<file path="src/rtl/irq_ctx_pkg.sv">
package irq_ctx_pkg;
  localparam int FRAME_BYTES = 12;
  localparam int FRAME_W     = 8 * FRAME_BYTES;
  localparam int IDX_W       = $clog2(FRAME_BYTES);
  localparam int PTR_W       = 16;
  localparam int BANK_W      = 8;
  localparam int ADDR_W      = PTR_W + BANK_W;
  // bit positions of each register inside the frame vector
  localparam int F_ACC  = 0;
  localparam int F_DPG  = 32;
  localparam int F_XBK  = 40;
  localparam int F_DBK  = 48;
  localparam int F_PBK  = 56;
  localparam int F_PC   = 64;
  localparam int F_STAT = 80;

  typedef enum logic [1:0] {
    ST_IDLE = 2'd0,
    ST_PUSH = 2'd1,
    ST_VEC  = 2'd2,
    ST_POP  = 2'd3
  } seq_st_t;
endpackage

</file>
<file path="src/rtl/irq_step_ctr.sv">
module irq_step_ctr #(
  parameter int W = 4
) (
  input  logic         clk,
  input  logic         rst_n,
  input  logic         clr_i,
  input  logic         en_i,
  output logic [W-1:0] cnt_o
);
  logic [W-1:0] cnt_q, cnt_d;

  always_comb begin
    cnt_d = cnt_q;
    if (clr_i)     cnt_d = '0;
    else if (en_i) cnt_d = cnt_q + 1'b1;
  end

  always_ff @(posedge clk or negedge rst_n) begin
    if (!rst_n) cnt_q <= '0;
    else        cnt_q <= cnt_d;
  end

  assign cnt_o = cnt_q;
endmodule

</file>
<file path="src/rtl/irq_frame_mux.sv">
module irq_frame_mux #(
  parameter int NBYTES = 12,
  parameter int IW     = 4
) (
  input  logic [8*NBYTES-1:0] frame_i,
  input  logic [IW-1:0]       idx_i,
  output logic [7:0]          byte_o
);
  logic [7:0] lane [NBYTES];

  // push order index g selects bytes from the top of the vector downwards
  for (genvar g = 0; g < NBYTES; g++) begin : g_lane
    assign lane[g] = frame_i[8*(NBYTES-g)-1 -: 8];
  end

  always_comb begin
    byte_o = '0;
    for (int i = 0; i < NBYTES; i++) begin
      if (idx_i == IW'(i)) byte_o = lane[i];
    end
  end
endmodule

</file>
<file path="src/rtl/irq_ctx_seq.sv">
module irq_ctx_seq
  import irq_ctx_pkg::*;
#(
  parameter int          NUM_W    = 6,
  parameter int          LVL_W    = 3,
  parameter int          ILM_LSB  = 13,
  parameter int          SSEL_BIT = 5,
  parameter logic [23:0] VEC_BASE = 24'hFFFFFC
) (
  input  logic             clk,
  input  logic             rst_n,
  input  logic             accept_i,
  input  logic [LVL_W-1:0] acc_lvl_i,
  input  logic [NUM_W-1:0] acc_num_i,
  input  logic             acc_xfer_i,
  input  logic             reti_i,
  input  logic [31:0]      accum_i,
  input  logic [7:0]       dpage_i,
  input  logic [7:0]       xbank_i,
  input  logic [7:0]       dbank_i,
  input  logic [7:0]       pbank_i,
  input  logic [15:0]      pc_i,
  input  logic [15:0]      stat_i,
  input  logic [7:0]       sbank_i,
  input  logic [15:0]      sptr_i,
  output logic             mem_we_o,
  output logic             mem_re_o,
  output logic [23:0]      mem_addr_o,
  output logic [7:0]       mem_wdata_o,
  input  logic [7:0]       mem_rdata_i,
  output logic [31:0]      accum_o,
  output logic [7:0]       dpage_o,
  output logic [7:0]       xbank_o,
  output logic [7:0]       dbank_o,
  output logic [7:0]       pbank_o,
  output logic [15:0]      pc_o,
  output logic [15:0]      stat_o,
  output logic [15:0]      sptr_o,
  output logic             done_o,
  output logic             xfer_o
);
  localparam logic [IDX_W-1:0] LAST_IDX = IDX_W'(FRAME_BYTES - 1);
  localparam logic [IDX_W-1:0] VEC_LAST = IDX_W'(2);
  localparam int               MASK_TOP = F_STAT + ILM_LSB + LVL_W - 1;

  seq_st_t              st_q, st_d;
  logic [FRAME_W-1:0]   frame_q, frame_d;
  logic [BANK_W-1:0]    sbank_q, sbank_d;
  logic [PTR_W-1:0]     sptr_q, sptr_d;
  logic [LVL_W-1:0]     lvl_q, lvl_d;
  logic [ADDR_W-1:0]    vaddr_q, vaddr_d;
  logic                 done_q, done_d;
  logic                 xfer_q, xfer_d;
  logic                 cnt_clr, cnt_en;
  logic [IDX_W-1:0]     cnt;
  logic [7:0]           push_byte;

  irq_step_ctr #(.W(IDX_W)) u_ctr (
    .clk   (clk),
    .rst_n (rst_n),
    .clr_i (cnt_clr),
    .en_i  (cnt_en),
    .cnt_o (cnt)
  );

  irq_frame_mux #(.NBYTES(FRAME_BYTES), .IW(IDX_W)) u_mux (
    .frame_i (frame_q),
    .idx_i   (cnt),
    .byte_o  (push_byte)
  );

  // next-state logic
  always_comb begin
    st_d       = st_q;
    frame_d    = frame_q;
    sbank_d    = sbank_q;
    sptr_d     = sptr_q;
    lvl_d      = lvl_q;
    vaddr_d    = vaddr_q;
    done_d     = 1'b0;
    xfer_d     = 1'b0;
    cnt_clr    = 1'b0;
    cnt_en     = 1'b0;
    mem_we_o   = 1'b0;
    mem_re_o   = 1'b0;
    mem_addr_o = '0;
    unique case (st_q)
      ST_IDLE: begin
        if (accept_i) begin
          if (acc_xfer_i) begin
            xfer_d = 1'b1;
          end else begin
            st_d    = ST_PUSH;
            frame_d = {stat_i, pc_i, pbank_i, dbank_i, xbank_i, dpage_i, accum_i};
            sbank_d = sbank_i;
            sptr_d  = sptr_i;
            lvl_d   = acc_lvl_i;
            vaddr_d = VEC_BASE - ADDR_W'({acc_num_i, 2'b00});
            cnt_clr = 1'b1;
          end
        end else if (reti_i) begin
          st_d    = ST_POP;
          sbank_d = sbank_i;
          sptr_d  = sptr_i;
          cnt_clr = 1'b1;
        end
      end
      ST_PUSH: begin
        mem_we_o   = 1'b1;
        mem_addr_o = {sbank_q, sptr_q - 1'b1};
        sptr_d     = sptr_q - 1'b1;
        cnt_en     = 1'b1;
        if (cnt == LAST_IDX) begin
          st_d    = ST_VEC;
          cnt_clr = 1'b1;
        end
      end
      ST_VEC: begin
        mem_re_o   = 1'b1;
        mem_addr_o = vaddr_q + ADDR_W'(cnt);
        cnt_en     = 1'b1;
        case (cnt)
          IDX_W'(0): frame_d[F_PC +: 8]     = mem_rdata_i;
          IDX_W'(1): frame_d[F_PC + 8 +: 8] = mem_rdata_i;
          default:   frame_d[F_PBK +: 8]    = mem_rdata_i;
        endcase
        if (cnt == VEC_LAST) begin
          frame_d[MASK_TOP -: LVL_W]    = lvl_q;
          frame_d[F_STAT + SSEL_BIT]    = 1'b1;
          done_d = 1'b1;
          st_d   = ST_IDLE;
        end
      end
      ST_POP: begin
        mem_re_o   = 1'b1;
        mem_addr_o = {sbank_q, sptr_q};
        sptr_d     = sptr_q + 1'b1;
        cnt_en     = 1'b1;
        frame_d[{cnt, 3'b000} +: 8] = mem_rdata_i;
        if (cnt == LAST_IDX) begin
          done_d = 1'b1;
          st_d   = ST_IDLE;
        end
      end
      default: st_d = ST_IDLE;
    endcase
  end

  // registers
  always_ff @(posedge clk or negedge rst_n) begin
    if (!rst_n) begin
      st_q    <= ST_IDLE;
      frame_q <= '0;
      sbank_q <= '0;
      sptr_q  <= '0;
      lvl_q   <= '0;
      vaddr_q <= '0;
      done_q  <= 1'b0;
      xfer_q  <= 1'b0;
    end else begin
      st_q    <= st_d;
      frame_q <= frame_d;
      sbank_q <= sbank_d;
      sptr_q  <= sptr_d;
      lvl_q   <= lvl_d;
      vaddr_q <= vaddr_d;
      done_q  <= done_d;
      xfer_q  <= xfer_d;
    end
  end

  assign mem_wdata_o = push_byte;
  assign accum_o = frame_q[F_ACC  +: 32];
  assign dpage_o = frame_q[F_DPG  +: 8];
  assign xbank_o = frame_q[F_XBK  +: 8];
  assign dbank_o = frame_q[F_DBK  +: 8];
  assign pbank_o = frame_q[F_PBK  +: 8];
  assign pc_o    = frame_q[F_PC   +: 16];
  assign stat_o  = frame_q[F_STAT +: 16];
  assign sptr_o  = sptr_q;
  assign done_o  = done_q;
  assign xfer_o  = xfer_q;

  // completion strobe lasts one cycle
  a_r5_done_single: assert property (@(posedge clk) disable iff (!rst_n)
    done_o |=> !done_o);

  // one byte transfer direction per cycle
  a_r9_no_we_re: assert property (@(posedge clk) disable iff (!rst_n)
    !(mem_we_o && mem_re_o));

  // handoff never overlaps a stack access
  a_r7_xfer_quiet: assert property (@(posedge clk) disable iff (!rst_n)
    xfer_o |-> (!mem_we_o && !mem_re_o && !done_o));

  // consecutive pushes step the pointer down by one
  a_r2_push_desc: assert property (@(posedge clk) disable iff (!rst_n)
    (mem_we_o && $past(mem_we_o)) |->
      (mem_addr_o[PTR_W-1:0] == $past(mem_addr_o[PTR_W-1:0]) - 16'd1));

  // consecutive pops step the pointer up by one
  a_r6_pop_asc: assert property (@(posedge clk) disable iff (!rst_n)
    (st_q == ST_POP && $past(st_q) == ST_POP) |->
      (mem_addr_o[PTR_W-1:0] == $past(mem_addr_o[PTR_W-1:0]) + 16'd1));

  // a running sequence is not restarted by a new command
  a_r8_no_restart: assert property (@(posedge clk) disable iff (!rst_n)
    (st_q == ST_PUSH && cnt != LAST_IDX) |=> (st_q == ST_PUSH));
endmodule

</file>
<file path="config.mk">
export PLATFORM = sky130hd
export DESIGN_NAME = irq_ctx_seq
export DESIGN_NICKNAME = d
export VERILOG_FILES = /design/src/rtl/irq_ctx_pkg.sv /design/src/rtl/irq_step_ctr.sv /design/src/rtl/irq_frame_mux.sv /design/src/rtl/irq_ctx_seq.sv
export SDC_FILE = /design/constraint.sdc
export NUM_CORES = 1
export LEC_CHECK = 0
export BUFFER_PORTS_ARGS = -buffer_cell sky130_fd_sc_hd__buf_2
export CORE_MARGIN = 5
export CORE_UTILIZATION = 53
export CTS_CLUSTER_DIAMETER = 50
export CTS_CLUSTER_SIZE = 24
export DETAILED_ROUTE_END_ITERATION = 16
export GPL_TIMING_DRIVEN = 0
export PLACE_DENSITY = 0.83
export SYNTH_ARGS = -nofsm -noshare
export SYNTH_HDL_FRONTEND = slang
export SYNTH_SLANG_ARGS = --single-unit
export TNS_END_PERCENT = 30
</file>
<file path="constraint.sdc">
create_clock -name clk -period 2.9 [get_ports clk]
set_input_delay 0.29 -clock clk [delete_from_list [all_inputs] [get_ports clk]]
set_output_delay 0.29 -clock clk [all_outputs]
set_load 0.005 [all_outputs]
</file>
After elaboration in Yosys (flattened, before gate mapping)

Index checks and enable logic that the tools add are counted.

$add $sub $neg: 6
Reductions and logical operators: 19
Shift operators: 2
Multiplexer cells: 56
Bitwise gates (word level): 1
Equality and inequality tests: 25

Operator list:

| cell                                                                   | number |
|---|---|
| 96-bit two-way mux                                                     | 2 |
| 8-bit two-way mux                                                      | 18 |
| 24-bit one-hot mux with 3 select lines                                 | 2 |
| 56-bit one-hot mux with 2 select lines                                 | 1 |
| 96-bit bitwise mux                                                     | 1 |
| 8-bit by 9-bit variable shift with 96-bit output, first input constant | 1 |
| 8-bit by 9-bit variable part select with 96-bit output                 | 1 |
| 16-bit two-way mux                                                     | 3 |
| 16-bit one-hot mux with 3 select lines                                 | 1 |
| 24-bit by 4-bit adder with 24-bit output                               | 1 |
| 16-bit by 1-bit adder with 16-bit output, second input constant        | 1 |
| 4-bit by 3-bit equality test with 1-bit output, second input constant  | 4 |
| 4-bit equality test, second input constant                             | 4 |
| 4-bit AND reduction                                                    | 4 |
| 16-bit by 1-bit subtractor with 16-bit output, second input constant   | 1 |
| 2-bit != test, second input constant                                   | 7 |
| 7-bit one-hot mux with 2 select lines                                  | 1 |
| 1-bit two-way mux                                                      | 12 |
| 2-bit two-way mux                                                      | 6 |
| 3-bit AND reduction                                                    | 4 |
| 5-bit one-hot mux with 2 select lines                                  | 1 |
| 3-bit by 9-bit subtractor with 10-bit output, first input constant     | 1 |
| 7-bit negation with 9-bit output                                       | 1 |
| 3-bit one-hot mux with 3 select lines                                  | 1 |
| other kinds (20)                                                       | 30 |

Input bits: 142
Register bits: 155
Word-level logic and storage cells: 122
Output and inout bits: 148

Depth between registers and ports, before layout

Gate-level depths: netlist of the first run.

Depth after elaboration: 13
Mapped depth: 12

Hierarchy

A second synthesis of the first run with hierarchy kept.

Cell total of the unflattened synthesis: 1032
Area total of the unflattened synthesis: 9167.5 um^2

Modules (own cells, without submodules):

| module        | instances | seq. area each (um^2) | area each (um^2) | cells an instance |
|---|---|---|---|---|
| irq_ctx_seq   | 1         | 3353.2                | 7918.8           | 872 |
| irq_frame_mux | 1         | 0.0                   | 1056.0           | 144 |
| irq_step_ctr  | 1         | 100.1                 | 192.7            | 16 |

Worst setup path before layout of the first run

Ideal clock, no wire load.

Kind: reg-to-output
From: reg u_ctr.cnt_q[3], in the netlist u_ctr.cnt_o[3]
To: out mem_addr_o[10]
Buffers on the path: 2
Arrival time: 2.255 ns
Path slack: 0.355 ns
Stages on the path, launching flop included: 13
Required time: 2.610 ns
Cell sequence: dfrtp_1 buf_4 buf_2 inv_1 fa_1 nor2b_1 nand2b_1 inv_1 nand2_1 ha_1 o21ai_0 nand2_1 o21ai_0

Word-level cells in the longest chain between the ends: 2

Ends and longest elaborated chain:

| item                                     | RTL line           | RTL |
|---|---|---|
| start: declaration                       | irq_step_ctr.sv:10 | `logic [W-1:0] cnt_q, cnt_d;` |
| start signal: assignment                 | irq_step_ctr.sv:20 | `else cnt_q <= cnt_d;` |
| 24-bit by 4-bit adder with 24-bit output | irq_ctx_seq.sv:120 | `mem_addr_o = vaddr_q + ADDR_W'(cnt);` |
| 24-bit one-hot mux with 3 select lines   | irq_ctx_seq.sv:87  | `unique case (st_q)` |
| end: declaration                         | irq_ctx_seq.sv:28  | `output logic [23:0] mem_addr_o,` |

Every way passes these cells.

Final worst setup path of the first run

From: reg u_ctr.cnt_q[1], in the netlist u_ctr.cnt_o[1]
To: out mem_wdata_o[6]

Word-level cells in the longest chain between the ends: 13
Elaborated cells on any way between the ends: 24
Classes of those cells: eq/ne (11); mux (12); reduce/logical (1)

Ends and longest elaborated chain:

| item                             | RTL line            | RTL |
|---|---|---|
| 4-bit zero test                  | irq_frame_mux.sv:19 | `if (idx_i == IW'(i)) byte_o = lane[i];` |
| 8-bit two-way mux (11 in series) | irq_frame_mux.sv:19 |  |
| 8-bit two-way mux (*)            | irq_frame_mux.sv:19 |  |
| end: declaration                 | irq_ctx_seq.sv:29   | `output logic [7:0] mem_wdata_o,` |

Every way passes the cells marked *; elsewhere a longest branch is shown, timed or not.

==> results.md, run 1 <==
Yosys:
- In the synthesized netlist the dominant register cell turns out to be dfrtp_1.
- Of the total synthesized cell area, the portion taken by full adders, half adders and majority gates is 0.0183.
- The netlist area before placement is about 9300 um^2.
- The number of unique standard cell types used by synthesis is 78.
- The fraction of the mapped netlist area in simple logic gates is 0.189.
- After synthesis the netlist holds a flip-flop and latch count of about 140.
- After synthesis, the share of flip-flops with an asynchronous set or reset is 1.00.
- Yosys instantiated no cell more often than dfrtp_1.
- Dividing the synthesized area by the synthesized cell count gives between 8 and 9 um^2.
- The combinational family with the most area after synthesis is compound AO/OA/AOI/OAI gates.
- The multiplexer fraction of the synthesized cell area is 0.0505.
- The synthesized design spends more area on one cell type than any other, namely dfrtp_1.
- The sequential cell area fraction in the yosys report is 0.371.
- The net count after synthesis is ~1200.
- The share of the synthesized area in the top cell type is 0.371.
- By area the synthesized netlist is led by dfrtp_1 (37%), nand2_1 (5.2%), o21ai_0 (5.0%).
- Ranked by instance count, the synthesized netlist is headed by dfrtp_1 (138), nand2_1 (128), o21ai_0 (92).
- Synthesis handed over a netlist of around 1100 instances.
- The number of enable-type register cells in the synthesized netlist is 0.
- The complex-gate fraction of the synthesized area came to 0.295.
- The number of warnings printed during yosys synthesis is 0.
- Of the total synthesized cell area, the portion taken by XOR and XNOR cells is 0.0207.

Clock tree:
- The clock tree from TritonCTS is yes.
- The tree is rooted in a clkbuf_16.
- No sink is reached through more buffers than the 2 on the longest clock path.
- Counting the buffers created by CTS gives 17.
- The number of sinks handled by clock tree synthesis is between 100 and 150.
- In this run the number of H-tree levels came out at 4.
- The clock insertion delay at the later pin of the skew report is 0.43 ns.
- The clock edge transition at the registers on the reported setup and hold paths is about 0.060 ns.

Global routing:
- The pin count of the biggest net entering global routing is 75.
- The initial antenna violation count is 0.
- The final global-route overflow total is 0.
- The wire length of the first global-routing pass is 59600 um.
- The global routing usage summed across all routing layers is 0.381.
- The number of global-route vias before repair was roughly 10000.

Floorplanning:
- The total I/O pin count is between 200 and 300.
- The initial utilization of the core area, before any placement, comes to 0.539.
- Measured along the y axis, the die boundary spans about 140 um.
- The die covers between 20000 and 25000 um^2.
- The initialized floorplan defines 48 standard-cell rows.
- The floorplan step defined a core boundary enclosing 17200 um^2.
- The die is 142 um wide.

Setup path:
- Of all nets on the critical path, the largest fanout is 6.
- The worst setup path is captured at an output pin.
- The critical path start-end classification is reg -> out.
- The endpoint of the worst register-to-register path is frame_q[74]$_DFFE_PN0P_.
- The depth of the most critical reg-to-reg path is 10.
- The internal reg-to-reg setup slack is 0.16 ns.
- STA puts the critical path data required time at approximately 2.6 ns.
- The startpoint identified for the worst register-to-register timing path is u_ctr.cnt_o[0]$_DFFE_PN0P_.
- STA puts the critical path data arrival time at about 2.8 ns.
- The critical path startpoint category is a register.

Place:
- The sum of net half-perimeters after detailed placement is 29600 um.
- In this run the tool buffered the top-level ports with between 200 and 300 buffer cells.
- The final weighted congestion in routability-driven placement is roughly 1.

Timing:
- The transition time of the tightest slew-check pin is a little over 1 ns.
- Setup repair after global routing could not meet its margin everywhere.
- The final count of hold timing violations is 0.
- The number of pins with negative max-slew slack in the final report is 0.
- Setup violations remaining at the end of the flow were counted as 6.
- Based on the critical path, the design can be clocked at up to about 330 MHz.
- The relative slew slack is 0.320.
- Of the available clock period, the critical path in the final layout requires 1.05.
- After layout, the worst setup slack is -0.142 ns.
- Between clock sinks in the finished design, the worst skew comes to 0.0101 ns.
- The smallest hold slack is ~0.049 ns.
- The worst path in the final design needs a cycle of approximately 3 ns, including I/O delays and setup.

Pwr:
- Power spread over the standard cell area amounts to about 1300 nW/um^2.
- The leakage dissipation is approximately 0.0056 uW.
- The maximum resistive drop on vdd is roughly 0.73 mV.
- The overall power after layout is approximately 16000 uW.

Final layout:
- After the last flow step, the layout net total stands at 1563.
- The fraction of final layout cells with drive strength greater than 1 is 0.338.
- The area overhead of the layout relative to synthesis is 31.2%.
- 0 antenna diodes ended up in the layout.

Drt:
- The via count is 10700.
- The number of DRC violations after detailed routing is 0.
- After detailed routing, the average wire length per cell comes to approximately 24 um.
- The number of search-and-repair iterations in the first detailed-routing pass is 6.
- After detailed routing, the total wire length is ~40000 um.
- For this block, the initial DRC count from the detailed router was 1185.
- The count of nets left with antenna violations once routing finished came out at 0.
- The post-detailed-route via-to-cell ratio is between 6 and 7.

Worst hold path:
- The endpoint of the worst hold-timing path is lvl_q[0]$_DFFE_PN0P_.
- The tightest min-delay check is of the in -> reg type.
- The number of instances on the worst hold path is 3.
- The start point of the worst min-delay path is acc_lvl_i[0].

Run:
- The tool flagged a number of max-cap violations equal to 0.

Run status:
- The run finished, with violations left.
- The checks that failed: setup timing.
[per-stage QoR]
stage | utilization | setup slack, ns | area, um^2 | TNS (ns) | cells
after detailed placement | 0.641 | -0.312 | 11100 | -2.50 | 1596
after global placement | 0.639 | -0.392 | 11000 | -54.80 | 1595
final | 0.708 | -0.142 | 12200 | -0.408 | 1646
after floorplan | - | 0.355 | 9300 | 0 | 1082
after global routing | 0.708 | -0.192 | 12200 | -1.06 | 1646
after CTS | 0.701 | -0.0741 | 12100 | -0.269 | 1643
[critical path, stage by stage (launching register included)]
cell	delay [ns]
dfrtp_2	0.44
inv_4	0.10
ha_4	0.16
nor3b_4	0.19
buf_6	0.16
mux2_2	0.34
a222oi_1	0.33
nor2_1	0.14
a221o_1	0.31
buf_2	0.14
[final cells by class]
class	instances	area, um^2
multi-input cells	825	5530
repair buffers	310	1650
flip-flops and latches	138	3460
clock inverters	13	215
inverters	23	95.1
fillers	1411	5040
clock buffers	19	453
plain buffers	93	515
well taps	225	282
[placed cells by master, fill, tap and decap left out, drive strengths merged, types with 5 or more instances in the layout]
| cell type | n |
|---|---|
| or2 | 5 |
| a221oi | 16 |
| nor2 | 71 |
| o22ai | 12 |
| a22o | 37 |
| nand3 | 30 |
| buf | 355 |
| a22oi | 19 |
| mux2 | 31 |
| nor2b | 29 |
| a21o | 17 |
| clkinvlp | 5 |
| a21oi | 86 |
| xor2 | 5 |
| a31oi | 15 |
| a221o | 11 |
| nor3 | 19 |
| o32a | 8 |
| mux2i | 12 |
| o32ai | 5 |
| and3 | 11 |
| inv | 23 |
| o22a | 9 |
| clkbuf | 66 |
| nand2b | 30 |
| nand2 | 130 |
| dfrtp | 138 |
| nand4 | 9 |
| o31ai | 8 |
| a211oi | 10 |
| o21ai | 96 |
| o2bb2ai | 8 |
| xnor2 | 17 |
| and4 | 5 |
| nand3b | 6 |
| ha | 12 |
| a2bb2oi | 10 |
| bufinv | 5 |
[worst max-delay path by stage]
stage	slack, ns	from	endpoint
6_report	-0.14	u_ctr.cnt_o[1]$_DFFE_PN0P_	mem_wdata_o[6]
5_1_grt	-0.19	u_ctr.cnt_o[1]$_DFFE_PN0P_	mem_wdata_o[5]
4_1_cts	-0.07	u_ctr.cnt_o[1]$_DFFE_PN0P_	mem_wdata_o[0]
3_5_place_dp	-0.31	u_ctr.cnt_o[0]$_DFFE_PN0P_	mem_wdata_o[0]
3_3_place_gp	-0.39	rst_n	frame_q[17]$_DFFE_PN0P_
2_1_floorplan	0.35	u_ctr.cnt_o[3]$_DFFE_PN0P_	mem_addr_o[10]
[kinds of logic after synthesis]
kind of cell | count (synthesis)
compound gates | 390
xor+xnor | 22
fa+ha+maj | 13
buf+inv | 119
flops | 138
mux | 43
simple gates | 357
[state kept, by name, indices dropped and copies added, names as in the netlist]
name         cells
u_ctr.cnt_o      4
lvl_q            3
done_o           1
vaddr_q          7
sbank_q          8
st_q             2
frame_q         96
sptr_o          16
xfer_o           1
[routing by layer]
layer | up-vias | track usage | part of all wire
met2 | 814 | 0.610 | 0.47
li1 | 4635 | - | -
met5 | - | 0 | 0
met4 | 0 | 0.177 | 0.042
met3 | 142 | 0.0867 | 0.12
met1 | 5067 | 0.491 | 0.37
[where the power goes]
group | switching (uW) | internal (uW)
Sequential | 1040 | 2870
Combinational | 5550 | 3990
Clock | 928 | 1580
Total | 7520 | 8440
[what timing repair did]
action / 4_1_cts / 5_1_grt
endpoints found under the setup margin: 24 / 23
buffers inserted: 15 / 5
hold buffers: 1 / 0
gates resized for setup: 68 / 43
pin swaps: 13 / 11
endpoints found under the hold margin: 64 / 0
Note: power is estimated with default switching activity, not from simulation.
==> inputs of run 2 (changes only) <==
--- a/config.mk
+++ b/config.mk
@@ -13,6 +13,7 @@
 export DETAILED_ROUTE_END_ITERATION = 16
 export GPL_TIMING_DRIVEN = 0
 export PLACE_DENSITY = 0.83
+export REMOVE_ABC_BUFFERS = 1
 export SYNTH_ARGS = -nofsm -noshare
 export SYNTH_HDL_FRONTEND = slang
 export SYNTH_SLANG_ARGS = --single-unit
==> run 2 against run 1 <==
  * The run still ends with setup timing left
  * Cell area decreased by 3.6%
  * Clock skew decreased by 0.0022 ns
  * Highest routed layer is now met5
  * Critical path type unchanged
  * Hold slack improved by 0.014 ns
  * Maximum frequency increased by 1.9%
  * Power decreased by 7.0%
  * Global-route usage decreased by 3.4 points
==> results.md, run 2 (synthesized netlist as in run 1, its figures left out) <==
Run status:
- The checks that failed: setup timing.
- The flow ran to the end, but the final reports show violations.

Setup path:
- The critical path starts at u_ctr.cnt_o[2]$_DFFE_PN0P_.
- Counting buffers and inverters, the worst setup path is 8 cells deep.
- Together, buffers and inverters on the worst path number 3.
- The data arrival time of the critical path is roughly 2.7 ns.
- The startpoint identified for the worst register-to-register timing path is st_q[1]$_DFFE_PN0P_.
- STA classifies the critical path startpoint as a register.
- The delay of the slowest critical-path stage is ~0.5 ns.
- The critical path start-end classification is reg -> out.
- The category of cells accounting for the largest share of critical-path delay is compound AO/OA/AOI/OAI gates.
- The endpoint of the worst register-to-register path is frame_q[65]$_DFFE_PN0P_.
- The maximum fanout encountered on the critical timing path is 14.
- STA classifies the critical path endpoint as an output pin.
- Walking the worst path, the cells encountered are buf_8, nor3b_4, buf_6, mux2_2, a222oi_1, nor2_1, a221o_1, buf_2.
- The internal reg-to-reg setup slack is between 0.1 and 0.15 ns.
- The critical path required time is around 2.6 ns.
- The critical path ends at mem_wdata_o[6].
- The depth of the most critical reg-to-reg path is 6.
- The slowest stage of the critical path is the dfrtp_4 cell.

Clock tree:
- TritonCTS created 17 clock buffers.
- The clock tree synthesis step divided the H-tree into 4 levels.
- Clock tree synthesis found a total of 138 sinks.
- The clock tree from TritonCTS is yes.
- In this run the deepest clock path goes through 2 buffers.
- The clock insertion delay at the later pin of the skew report is ~0.43 ns.
- The tree is rooted in a clkbuf_16.
- Clock-pin slew was measured on the worst setup and hold paths at 0.06 ns.

Place:
- The final weighted congestion in routability-driven placement is approximately 0.95.
- The wire-length estimate of the detail-placed layout is between 20000 and 25000 um.
- The total of buffers placed on input and output ports is approximately 290.
- Once placement finished, the instance area stood at 10800 um^2.
- After detailed placement, the design holds a cell count of between 1500 and 2000.

Drt:
- The final layout contains routed wiring with a total length of around 36000 um.
- The post-detailed-route via-to-cell ratio is 6.57.
- The count of nets left with antenna violations once routing finished came out at 0.
- The number of search-and-repair iterations in the first detailed-routing pass is 6.
- Across all layers, the routed design uses 10300 vias.
- After detailed routing, the average wire length per cell comes to around 23 um.
- For this run, design rule violations remaining after detail routing come to 0.
- The count of routing violations after the opening detailed-route iteration is 1193.

Pwr:
- The leakage dissipation is approximately 0.0054 uW.
- The maximum resistive drop on vdd is between 0.5 and 0.6 mV.
- Dividing total power by cell area gives a power density of between 1000 and 1500 nW/um^2.

Timing:
- The number of pins with negative max-slew slack in the final report is 0.
- Setup violations remaining at the end of the flow were counted as 5.
- The final critical-path required period is roughly 3 ns.
- The post-route clock skew is 0.00790 ns.
- Setup repair after global routing could not meet its margin everywhere.
- For the pin with the worst max-slew slack, the measured transition is around 1.4 ns.
- In the post-route analysis, the smallest setup slack over all paths is -0.0859 ns.
- The smallest hold slack is approximately 0.064 ns.
- The relative slew slack is 0.0439.
- The final period utilization is 1.03.
- The final count of hold timing violations is 0.
- Timing would allow up to between 300 and 400 MHz.

Floorplanning:
- The floorplan step set the die width to ~140 um.
- Pin placement for this block handled between 200 and 300 I/O pins.
- The cell row count is 48.
- The total area inside the core boundary comes to between 15000 and 20000 um^2.
- The die footprint is between 20000 and 25000 um^2.
- The initial utilization of the core area, before any placement, comes to 0.539.
- The floorplan step set the die height to around 140 um.

Final layout:
- The register with the most flip-flops in the layout has 96 of them.
- Of the cells placed in the final design, the portion with a size suffix greater than 1 is 0.332.
- In the layout the commonest cells are buf_2 (288), dfrtp_1 (132), nand2_1 (126), o21ai_0 (84), a21oi_1 (84).
- After filler insertion, the fill cell instance count of the layout stands at 1320.
- Relative to the synthesized area, the layout overhead comes to 26.4%.
- In the final design database the tool counted about 1500 nets.
- The final design instance area without fill is 11800 um^2.
- The count of non-filler cells in the finished layout is between 1500 and 2000.
- The register with the most flip-flops is frame_q.
- The leading cell type in the layout, fill and taps excluded is buf_2.

Global routing:
- Summed over all layers, the global routing overflow is 0.
- The pin count of the biggest net entering global routing is 71.
- The initial antenna violation count was 3.
- The wire length of the first global-routing pass is around 55000 um.
- In the global route stage, overall resource usage came out at 0.346.
- The number of global-route vias before repair came to around 10000.

Worst hold path:
- The worst hold path belongs to the class in -> reg.

Run:
- The tool flagged a number of max-cap violations equal to 0.
-- run 2: cell types whose count changed in the layout (fill, tap and decap cells not counted), moves of 4 or more --
cell	before	now
bufinv_16	5	1
clkbuf_4	4	0
clkinv_2	0	4
clkbuf_1	38	2
buf_4	25	17
buf_12	0	4
buf_6	9	4
buf_2	312	288
buf_1	4	0
a221oi_1	11	15
o21ai_0	80	84
-- run 2: how the worst min path moves through the flow --
| stage | start | to | cells past startpoint |
|---|---|---|---|
| after floorplan | rst_n | done_o$_DFF_PN0_ | 0 |
| after global placement | lvl_q[1]$_DFFE_PN0P_ | lvl_q[1]$_DFFE_PN0P_ | 2 |
| after detailed placement | rst_n | frame_q[62]$_DFFE_PN0P_ | 1 |
| after CTS | acc_num_i[0] | vaddr_q[2]$_DFFE_PN0P_ | 2 |
| after global routing | acc_lvl_i[2] | lvl_q[2]$_DFFE_PN0P_ | 3 |
| final | acc_num_i[0] | vaddr_q[2]$_DFFE_PN0P_ | 2 |
-- run 2: layout make-up --
type | count | area, um^2 | share of cell area
Antenna cell | 2 | 5.00 | 0.000426
Clock buffer | 20 | 447 | 0.0380
Clock inverter | 11 | 98.8 | 0.00841
Inverter | 23 | 96.3 | 0.00820
Multi-Input combinational cell | 825 | 5520 | 0.470
Sequential cell | 138 | 3470 | 0.295
Tap cell | 225 | 282 | 0.0239
Timing Repair Buffer | 322 | 1840 | 0.156
-- run 2: metrics by stage --
stage	setup TNS [ns]	utilization	worst slack, ns	power [uW]
2_1_floorplan	-81.45	-	-1.20	8510
3_3_place_gp	-379.42	0.615	-3.12	11500
3_5_place_dp	-19.52	0.624	-0.733	11800
4_1_cts	-0.0268	0.676	-0.0161	14400
5_1_grt	-0.567	0.682	-0.130	15700
6_report	-0.193	0.682	-0.0859	14800
-- run 2: report_power, final --
group,switching [uW],internal (uW),total [uW]
Clock,888,1190,2080
Combinational,4930,3710,8650
Sequential,1230,2880,4110
Total,7050,7790,14800
-- run 2: metal layers --
layer / vias to the layer above / wire (um) / GRT usage
li1: 4490 / - / -
met1: 4866 / 13600 / 0.454
met2: 770 / 17000 / 0.542
met3: 164 / 3840 / 0.0743
met4: 2 / 1900 / 0.177
met5: - / 12 / 0
-- run 2: repair_timing --
action	CTS	global route
resized for setup	40	18
hold buffers	1	0
pin swaps	7	4
endpoints found under the hold margin	68	0
buffers inserted	20	6
setup endpoints to repair	121	18
-- run 2: worst reg2reg max path, cell delays in order, from the launching register on --
cell       delay [ns]
dfrtp_4          0.83
nand2_2          0.61
buf_12           0.37
nor3_1           0.25
nor2b_1          0.27
a311oi_4         0.10
o2bb2ai_1        0.20
